### src/rtl/wdt_pkg.sv
package wdt_pkg;
  // Positions of the control bits in the mode register; software decodes these.
  localparam int MODE_EN_BIT  = 7;
  localparam int MODE_WD_BIT  = 6;
  localparam int MODE_CLR_BIT = 5;

  // Default register addresses.
  localparam logic [7:0] ADDR_MODE_DEF  = 8'h8D;
  localparam logic [7:0] ADDR_MATCH_DEF = 8'h8E;

  typedef enum logic [1:0] {
    SEL_NONE  = 2'd0,
    SEL_MODE  = 2'd1,
    SEL_COUNT = 2'd2
  } rd_sel_e;
endpackage

### src/rtl/wdt_regs.sv
module wdt_regs
  import wdt_pkg::*;
#(
  parameter int DATA_W = 8,
  parameter int ADDR_W = 8,
  parameter logic [ADDR_W-1:0] MODE_ADDR = ADDR_W'(ADDR_MODE_DEF),
  parameter logic [ADDR_W-1:0] MATCH_ADDR = ADDR_W'(ADDR_MATCH_DEF),
  parameter logic [DATA_W-1:0] MATCH_RESET = '1
) (
  input  logic              clk,
  input  logic              rst,
  input  logic [ADDR_W-1:0] addr,
  input  logic              wr,
  input  logic              rd,
  input  logic [DATA_W-1:0] wdata,
  input  logic [DATA_W-1:0] cnt,
  output logic [DATA_W-1:0] rdata,
  output logic [DATA_W-1:0] match_val,
  output logic              en,
  output logic              wd_mode,
  output logic              clr
);
  logic [DATA_W-1:0] mode_q;
  logic              mode_wr;
  logic              match_wr;
  rd_sel_e           sel;
  logic [DATA_W-1:0] rd_mux;

  assign mode_wr  = wr && (addr == MODE_ADDR);
  assign match_wr = wr && (addr == MATCH_ADDR);

  always_comb begin
    if (addr == MODE_ADDR)       sel = SEL_MODE;
    else if (addr == MATCH_ADDR) sel = SEL_COUNT;
    else                         sel = SEL_NONE;
  end

  always_comb begin
    case (sel)
      SEL_MODE:  rd_mux = mode_q;
      SEL_COUNT: rd_mux = cnt;
      default:   rd_mux = '0;
    endcase
  end

  always_ff @(posedge clk) begin
    if (rst) begin
      mode_q    <= '0;
      match_val <= MATCH_RESET;
      rdata     <= '0;
    end else begin
      if (mode_wr) begin
        mode_q <= wdata;
      end else begin
        mode_q[MODE_CLR_BIT] <= 1'b0;
      end
      if (match_wr) match_val <= wdata;
      if (rd)       rdata     <= rd_mux;
    end
  end

  assign en      = mode_q[MODE_EN_BIT];
  assign wd_mode = mode_q[MODE_WD_BIT];
  assign clr     = mode_q[MODE_CLR_BIT];

  // without a fresh write of the bit, the clear lasts one cycle
  p_clr_self_r5: assert property (@(posedge clk) disable iff (rst)
    (clr && !(mode_wr && wdata[MODE_CLR_BIT])) |=> !clr);
endmodule

### src/rtl/wdt_counter.sv
module wdt_counter #(
  parameter int DATA_W = 8
) (
  input  logic              clk,
  input  logic              rst,
  input  logic              en,
  input  logic              clr,
  input  logic              tick,
  input  logic [DATA_W-1:0] match_val,
  output logic [DATA_W-1:0] cnt,
  output logic              hit
);
  logic step;

  assign step = en && tick && !clr;
  assign hit  = step && (cnt == match_val);

  always_ff @(posedge clk) begin
    if (rst) begin
      cnt <= '0;
    end else if (clr) begin
      cnt <= '0;
    end else if (step) begin
      cnt <= hit ? '0 : cnt + 1'b1;
    end
  end

  // counting disabled and no clear -> counter holds
  p_hold_r2: assert property (@(posedge clk) disable iff (rst)
    (!en && !clr) |=> $stable(cnt));
  // a clear always leaves the counter at zero, tick or not
  p_clear_wins_r6: assert property (@(posedge clk) disable iff (rst)
    clr |=> (cnt == '0));
  // a match restarts the count
  p_wrap_r3: assert property (@(posedge clk) disable iff (rst)
    hit |=> (cnt == '0));
endmodule

### src/rtl/wdt_event.sv
module wdt_event (
  input  logic clk,
  input  logic rst,
  input  logic hit,
  input  logic wd_mode,
  input  logic ack,
  output logic irq,
  output logic rst_req
);
  always_ff @(posedge clk) begin
    if (rst) begin
      irq     <= 1'b0;
      rst_req <= 1'b0;
    end else begin
      if (hit)      irq <= 1'b1;
      else if (ack) irq <= 1'b0;
      rst_req <= hit && wd_mode;
    end
  end

  // no reset request unless watchdog mode was selected
  p_rst_needs_wd_r8: assert property (@(posedge clk) disable iff (rst)
    rst_req |-> $past(wd_mode));
  // a reset request comes with the flag raised
  p_rst_with_flag_r9: assert property (@(posedge clk) disable iff (rst)
    rst_req |-> irq);
  // acknowledge without a match drops the flag
  p_ack_clears_r7: assert property (@(posedge clk) disable iff (rst)
    (ack && !hit) |=> !irq);
endmodule

### src/rtl/wdog_match_timer.sv
module wdog_match_timer
  import wdt_pkg::*;
#(
  parameter int DATA_W = 8,
  parameter int ADDR_W = 8,
  parameter logic [ADDR_W-1:0] MODE_ADDR = ADDR_W'(ADDR_MODE_DEF),
  parameter logic [ADDR_W-1:0] MATCH_ADDR = ADDR_W'(ADDR_MATCH_DEF),
  parameter logic [DATA_W-1:0] MATCH_RESET = '1
) (
  input  logic              clk,
  input  logic              rst,
  input  logic [ADDR_W-1:0] bus_addr,
  input  logic              bus_wr,
  input  logic              bus_rd,
  input  logic [DATA_W-1:0] bus_wdata,
  output logic [DATA_W-1:0] bus_rdata,
  input  logic              tick_i,
  input  logic              irq_ack_i,
  output logic              irq_o,
  output logic              cpu_rst_req_o
);
  logic [DATA_W-1:0] cnt;
  logic [DATA_W-1:0] match_val;
  logic              en;
  logic              wd_mode;
  logic              clr;
  logic              hit;

  wdt_regs #(
    .DATA_W(DATA_W), .ADDR_W(ADDR_W), .MODE_ADDR(MODE_ADDR),
    .MATCH_ADDR(MATCH_ADDR), .MATCH_RESET(MATCH_RESET)
  ) u_regs (
    .clk(clk), .rst(rst), .addr(bus_addr), .wr(bus_wr), .rd(bus_rd),
    .wdata(bus_wdata), .cnt(cnt), .rdata(bus_rdata), .match_val(match_val),
    .en(en), .wd_mode(wd_mode), .clr(clr)
  );

  wdt_counter #(.DATA_W(DATA_W)) u_cnt (
    .clk(clk), .rst(rst), .en(en), .clr(clr), .tick(tick_i),
    .match_val(match_val), .cnt(cnt), .hit(hit)
  );

  wdt_event u_evt (
    .clk(clk), .rst(rst), .hit(hit), .wd_mode(wd_mode), .ack(irq_ack_i),
    .irq(irq_o), .rst_req(cpu_rst_req_o)
  );
endmodule

### config.mk
export PLATFORM = sky130hd
export DESIGN_NAME = wdog_match_timer
export DESIGN_NICKNAME = d
export VERILOG_FILES = /design/src/rtl/wdt_pkg.sv /design/src/rtl/wdt_regs.sv /design/src/rtl/wdt_counter.sv /design/src/rtl/wdt_event.sv /design/src/rtl/wdog_match_timer.sv
export SDC_FILE = /design/constraint.sdc
export NUM_CORES = 1
export LEC_CHECK = 0
export BUFFER_PORTS_ARGS = -buffer_cell sky130_fd_sc_hd__buf_2
export CAP_MARGIN = 40
export CORE_AREA = 3 3 51 71
export DETAILED_ROUTE_END_ITERATION = 8
export DIE_AREA = 0 0 54 74
export GPL_TIMING_DRIVEN = 1
export HOLD_SLACK_MARGIN = 0.03
export PLACE_DENSITY = 0.76
export SLEW_MARGIN = 20
export SYNTH_ARGS = -nofsm -noshare
export SYNTH_HDL_FRONTEND = slang
export SYNTH_SLANG_ARGS = --single-unit
### constraint.sdc
create_clock -name clk -period 1.9 [get_ports clk]
set_input_delay 0.38 -clock clk [delete_from_list [all_inputs] [get_ports clk]]
set_output_delay 0.38 -clock clk [all_outputs]
set_load 0.02 [all_outputs]
Word level (Yosys, flattened, before mapping)
Cells that the tools add are included.

Register bits: 34. Input port bits: 22. Output and inout port bits: 10.

Add/subtract/negate cells: 1. Eq/ne operators: 5. Mux-type cells: 6. Bitwise gates (word level): 1. Reductions and logical operators: 10.

Operator list (number): 8-bit == test, second input constant (2); 8-bit one-hot mux with 2 select lines (1); 8-bit by 1-bit adder with 8-bit output, second input constant (1); 8-bit == test (1); 8-bit two-way mux (1); 1-bit logical AND (6); 2-bit two-way mux (2); 2-bit OR reduction (2); 2-bit by 1-bit == test with 1-bit output, second input constant (1); 2-bit == test, second input constant (1); 1-bit two-way mux (2); 2-bit nonzero test (1); 1-bit logical NOT (1); 1-bit inverter (1).

Depth between registers and ports, before layout
Depth in word-level cells: 5. Mapped depth: 6.

Modules after synthesis
From an unflattened synthesis, not the netlist that was laid out.

Cells, all modules: 176. Area total of the unflattened synthesis: 1672.9 sq um.

By module, submodules not included: wdt_regs (instances 1, cells each 111, area each 1087.3 sq um, sequential area each 480.5 sq um); wdt_counter (instances 1, cells each 59, area each 514.2 sq um, sequential area each 160.2 sq um); wdt_event (instances 1, cells each 6, area each 71.3 sq um, sequential area each 40.0 sq um).

Worst setup path before layout
OpenSTA, ideal clock, no wires.

Kind: in2reg. From: input bus_addr[5]. To: register u_regs.rdata[0]. Arrival: 1.359 ns. Required time: 1.820 ns. Slack: 0.461 ns. Stages on the path: 5. Path through: nor4b_4 > and3_1 > buf_6 > a22oi_2 > a211oi_2.

Cells in the longest elaborated chain, start to end: 5.

Ends and longest elaborated chain: from (decl) (line wdog_match_timer.sv:12) `input logic [ADDR_W-1:0] bus_addr,`; 8-bit == test (line wdt_regs.sv:34) `else if (addr == MATCH_ADDR) sel = SEL_COUNT;`; 2-bit two-way mux (line wdt_regs.sv:34); 2-bit two-way mux (*) (line wdt_regs.sv:33) `if (addr == MODE_ADDR) sel = SEL_MODE;`; 2-bit == test or 2-bit by 1-bit == test with 1-bit output (tied branches) (line wdt_regs.sv:39) `case (sel)`; 8-bit one-hot mux with 2 select lines (*) (line wdt_regs.sv:39); to (signal assigned) (line wdt_regs.sv:58) `if (rd) rdata <= rd_mux;`; to (decl) (line wdt_regs.sv:17) `output logic [DATA_W-1:0] rdata,`.

Every way passes the cells marked *; elsewhere a longest branch is shown, timed or not. A chain may end at the register's enable or synchronous reset.

Worst setup path in the final report
From: register u_cnt.cnt[5]. To: register u_evt.rst_req.

Cells in the longest elaborated chain, start to end: 3.

Ends and longest elaborated chain: from (decl) (line wdt_counter.sv:10) `output logic [DATA_W-1:0] cnt,`; from (signal assigned) (line wdt_counter.sv:24) `cnt <= hit ? '0 : cnt + 1'b1;`; 8-bit == test (line wdt_counter.sv:16) `assign hit = step && (cnt == match_val);`; 1-bit logical AND (line wdt_counter.sv:16); 1-bit logical AND (line wdt_event.sv:17) `rst_req <= hit && wd_mode;`; to (signal assigned) (line wdt_event.sv:17); to (decl) (line wdt_event.sv:8) `output logic rst_req`.

Every way passes these cells.

==> run_results.csv <==
group,metric,value,unit
clocking,cts_inserted_buffers,5,
logic_synthesis,seq_area_frac_synth,0.4217,
critical_path,timing.rr.end,"u_evt.rst_req",
logic_synthesis,synth-async-reset-ratio,0,
drt,wl_per_cell,14.98,um
timing,fin_hold_ws,0.3430,ns
critical_path,critPathBufInv,0,
clocking,clk-insertion-delay-late,0.29,ns
worst_hold_path,worstHoldStart,"bus_wdata[4]",
worst_hold_path,holdPathEnd,"u_regs.mode_q[4]",
logic_synthesis,ys_warn_count,0,
timing,setup_tns,0,ns
pwr,switching_share,0.2482,
critical_path,critPathTopFamily,"simple AND/OR/NAND/NOR gates",
placed_design,pre_cts_slack,0.1636,ns
placed_design,place_congestion,0.8253,
logic_synthesis,yosys_most_used_dff,"dfxtp_1",
timing,slew_violations,0,
pwr,power.total,1.350,mW
logic_synthesis,yosys_register_bits,34,
timing,finalCriticalPeriod,1.620,ns
critical_path,crit_start,"u_cnt.cnt[5]",
logic_synthesis,yosysTopAreaCell,"dfxtp_1",
logic_synthesis,syn_nets,190,
worst_hold_path,hold_depth,3,
floorplanning,placementRows,24,
pwr,clockPowerShare,0.391,
clocking,cts_tree,"yes",
timing,fin_ws,0.2800,ns
timing,slew_headroom,0.6854,
drt,firstDrtPassIters,4,
finish,drive_gt1_frac,0.3383,
logic_synthesis,synthTopCellsByArea,"dfxtp_1 (42%), nor2_1 (6.5%), a211oi_2 (6.2%)",
clocking,cts_hold_buffers,0,
finish,nNetsFinal,223,
logic_synthesis,synth_top_cell_area_share,0.4217,
clocking,cts_max_level,2,
critical_path,reg2reg_slack,0.28,ns
timing,rsz0062_at_grt,"false",
timing,hold_violations,0,
critical_path,cp.required,2.13,ns
placed_design,dp_hpwl,2.809,mm
critical_path,worstSetupEndpointType,"flop",
critical_path,path_cells,"xnor2_1, nand4_1, nor4_4, and3b_1",
global_route,overflow,0,
drt,drc,0,
critical_path,r2r_cells,4,
global_route,grt_max_degree,26,
logic_synthesis,syn_avg_cell_area,9.665,um^2
drt,vias,1332,
floorplanning,pin_count,32,
logic_synthesis,netlist_area,1614,um^2
timing,fin_skew,0.006387,ns
pwr,combPwrFrac,0.073,
global_route,grt_antenna_before_repair,0,
job,drv_cap,0,
finish,fin_cells,240,
floorplanning,die_w,54,um
clocking,clk_pin_slew_worst_paths,0.07,ns
critical_path,slowest_delay,0.51,ns
finish,area_delta_synth_final,17.52,%
clocking,clockBufferDepth,2,
pwr,p_per_area,712.0,nW/um^2
logic_synthesis,synth-edff-count,0,
finish,final_cell_mix,"dfxtp_1 (34), buf_2 (31), nor2_1 (28)",
logic_synthesis,syn_inst,167,
finish,insertedDiodeCount,0,
pwr,peakVddDrop,0.6345,mV
pwr,intPower,1.015,mW
critical_path,path_class,"flop to flop",
clocking,cts_num_sinks,34,
floorplanning,fp.dieH,74,um
global_route,grt_usage,0.2093,
pwr,p_switching,335.2,uW
critical_path,start_kind,"flop",
floorplanning,fp.dieArea,3996,um^2
worst_hold_path,hp-class,"input pin to flop",
finish,nFillCells,257,
drt,drt-initial-drc-count,29,
critical_path,r2r-start,"u_cnt.cnt[5]",
placed_design,dp.cells,232,
clocking,post_cts_buffers,0,
timing,worstMarginPinSlew,0.4684,ns
global_route,grt_first_pass_wirelength,5.982,mm
timing,setup_viol,0,
clocking,cts_resized,0,
drt,antenna_left,0,
drt,vias_per_cell,5.550,
timing,fmax,617.3,MHz
critical_path,critPathArrivalTime,1.85,ns
placed_design,port_buffers,31,
critical_path,slowest_stage,"nor4_4",
logic_synthesis,synth_cell_types,31,
finish,final_common_cell,"dfxtp_1",
floorplanning,initial_core_util,0.5218,
critical_path,worstPathMaxFanout,8,
global_route,first_global_vias,1332,
floorplanning,fp.coreArea,3093,um^2
timing,finalCritPeriodShare,0.8526,
outcome,status,"complete, no violations",
clocking,clockRootBuffer,"clkbuf_8",
pwr,p_leak,0.7717,nW
pwr,p_seq_frac,0.537,
drt,routed_wl,3.595,mm
worst max path at each step:
stage	endpoint	slack (ns)	depth (start not counted)
6_report	u_evt.rst_req	0.28	4
3_5_place_dp	u_regs.match_val[7]	0.16	5
2_1_floorplan	u_regs.rdata[0]	0.46	5
5_1_grt	u_evt.rst_req	0.11	4
3_3_place_gp	u_regs.rdata[4]	0.24	6
4_1_cts	u_evt.rst_req	0.27	4
Yosys cell counts, drive strengths merged, types with 2 or more instances:
| library cell | n |
|---|---|
| a211oi | 8 |
| a21oi | 8 |
| a22oi | 8 |
| and3 | 2 |
| and3b | 2 |
| buf | 6 |
| clkbuf | 6 |
| dfxtp | 34 |
| mux2i | 7 |
| nand2 | 5 |
| nand4 | 10 |
| nor2 | 28 |
| nor2b | 3 |
| nor3 | 15 |
| xnor2 | 11 |
| xor2 | 3 |
worst reg2reg max path, cell delays in order, from the launching register on:
cell and delay (ns):
dfxtp_1 0.47, xnor2_1 0.15, nand4_1 0.18, nor4_4 0.51
and3b_1 0.24
power groups by stage:
stage	sequential [mW]	clock [mW]	combinational, mW
after floorplan	0.751	0	0.0449
after global placement	0.741	0	0.0945
after detailed placement	0.741	0	0.0983
after CTS	0.725	0.536	0.0985
after global routing	0.725	0.555	0.107
final	0.725	0.527	0.0983
logic make-up (layout without fill, tap and decap cells):
| logic type | Yosys count | count (layout) | share of synthesized area |
|---|---|---|---|
| muxes | 7 | 7 | 0.04341 |
| adders and majority gates | 1 | 1 | 0.007751 |
| AOI/OAI and AO/OA | 27 | 27 | 0.1620 |
| xor gates and xnor gates | 14 | 14 | 0.07597 |
| DFF | 34 | 34 | 0.4217 |
| buffers and inverters | 12 | 46 | 0.03953 |
| and+or+nand+nor | 72 | 72 | 0.2496 |
cell type report:
type,instances,area (um^2),area share
Multi-Input combinational cell,121,869.6,0.4584
Clock buffer,5,68.82,0.03628
Timing Repair Buffer,38,207.7,0.1095
Clock inverter,3,21.27,0.01121
Tap cell,39,48.80,0.02573
Sequential cell,34,680.7,0.3588
registers in the layout, indices dropped and copies added, names as in the netlist:
signal,count
u_regs.mode_q,8
u_regs.match_val,8
u_cnt.cnt,8
u_evt.irq,1
u_evt.rst_req,1
u_regs.rdata,8
through the flow:
| step | instance area, um^2 | utilization |
|---|---|---|
| 3_3_place_gp | 1807 | 0.5841 |
| 3_5_place_dp | 1807 | 0.5841 |
| 4_1_cts | 1897 | 0.6133 |
| 2_1_floorplan | 1614 | - |
| 6_report | 1897 | 0.6133 |
| 5_1_grt | 1897 | 0.6133 |
layer usage:
metal / global-route usage / share of wire / vias up
met5: 0 / 0 / -
met3: 0.05812 / 0.052 / 8
li1: - / - / 659
met4: 0.1025 / 0.025 / 0
met1: 0.2288 / 0.40 / 624
met2: 0.3625 / 0.52 / 41
Note: power is estimated with default switching activity, not from simulation.
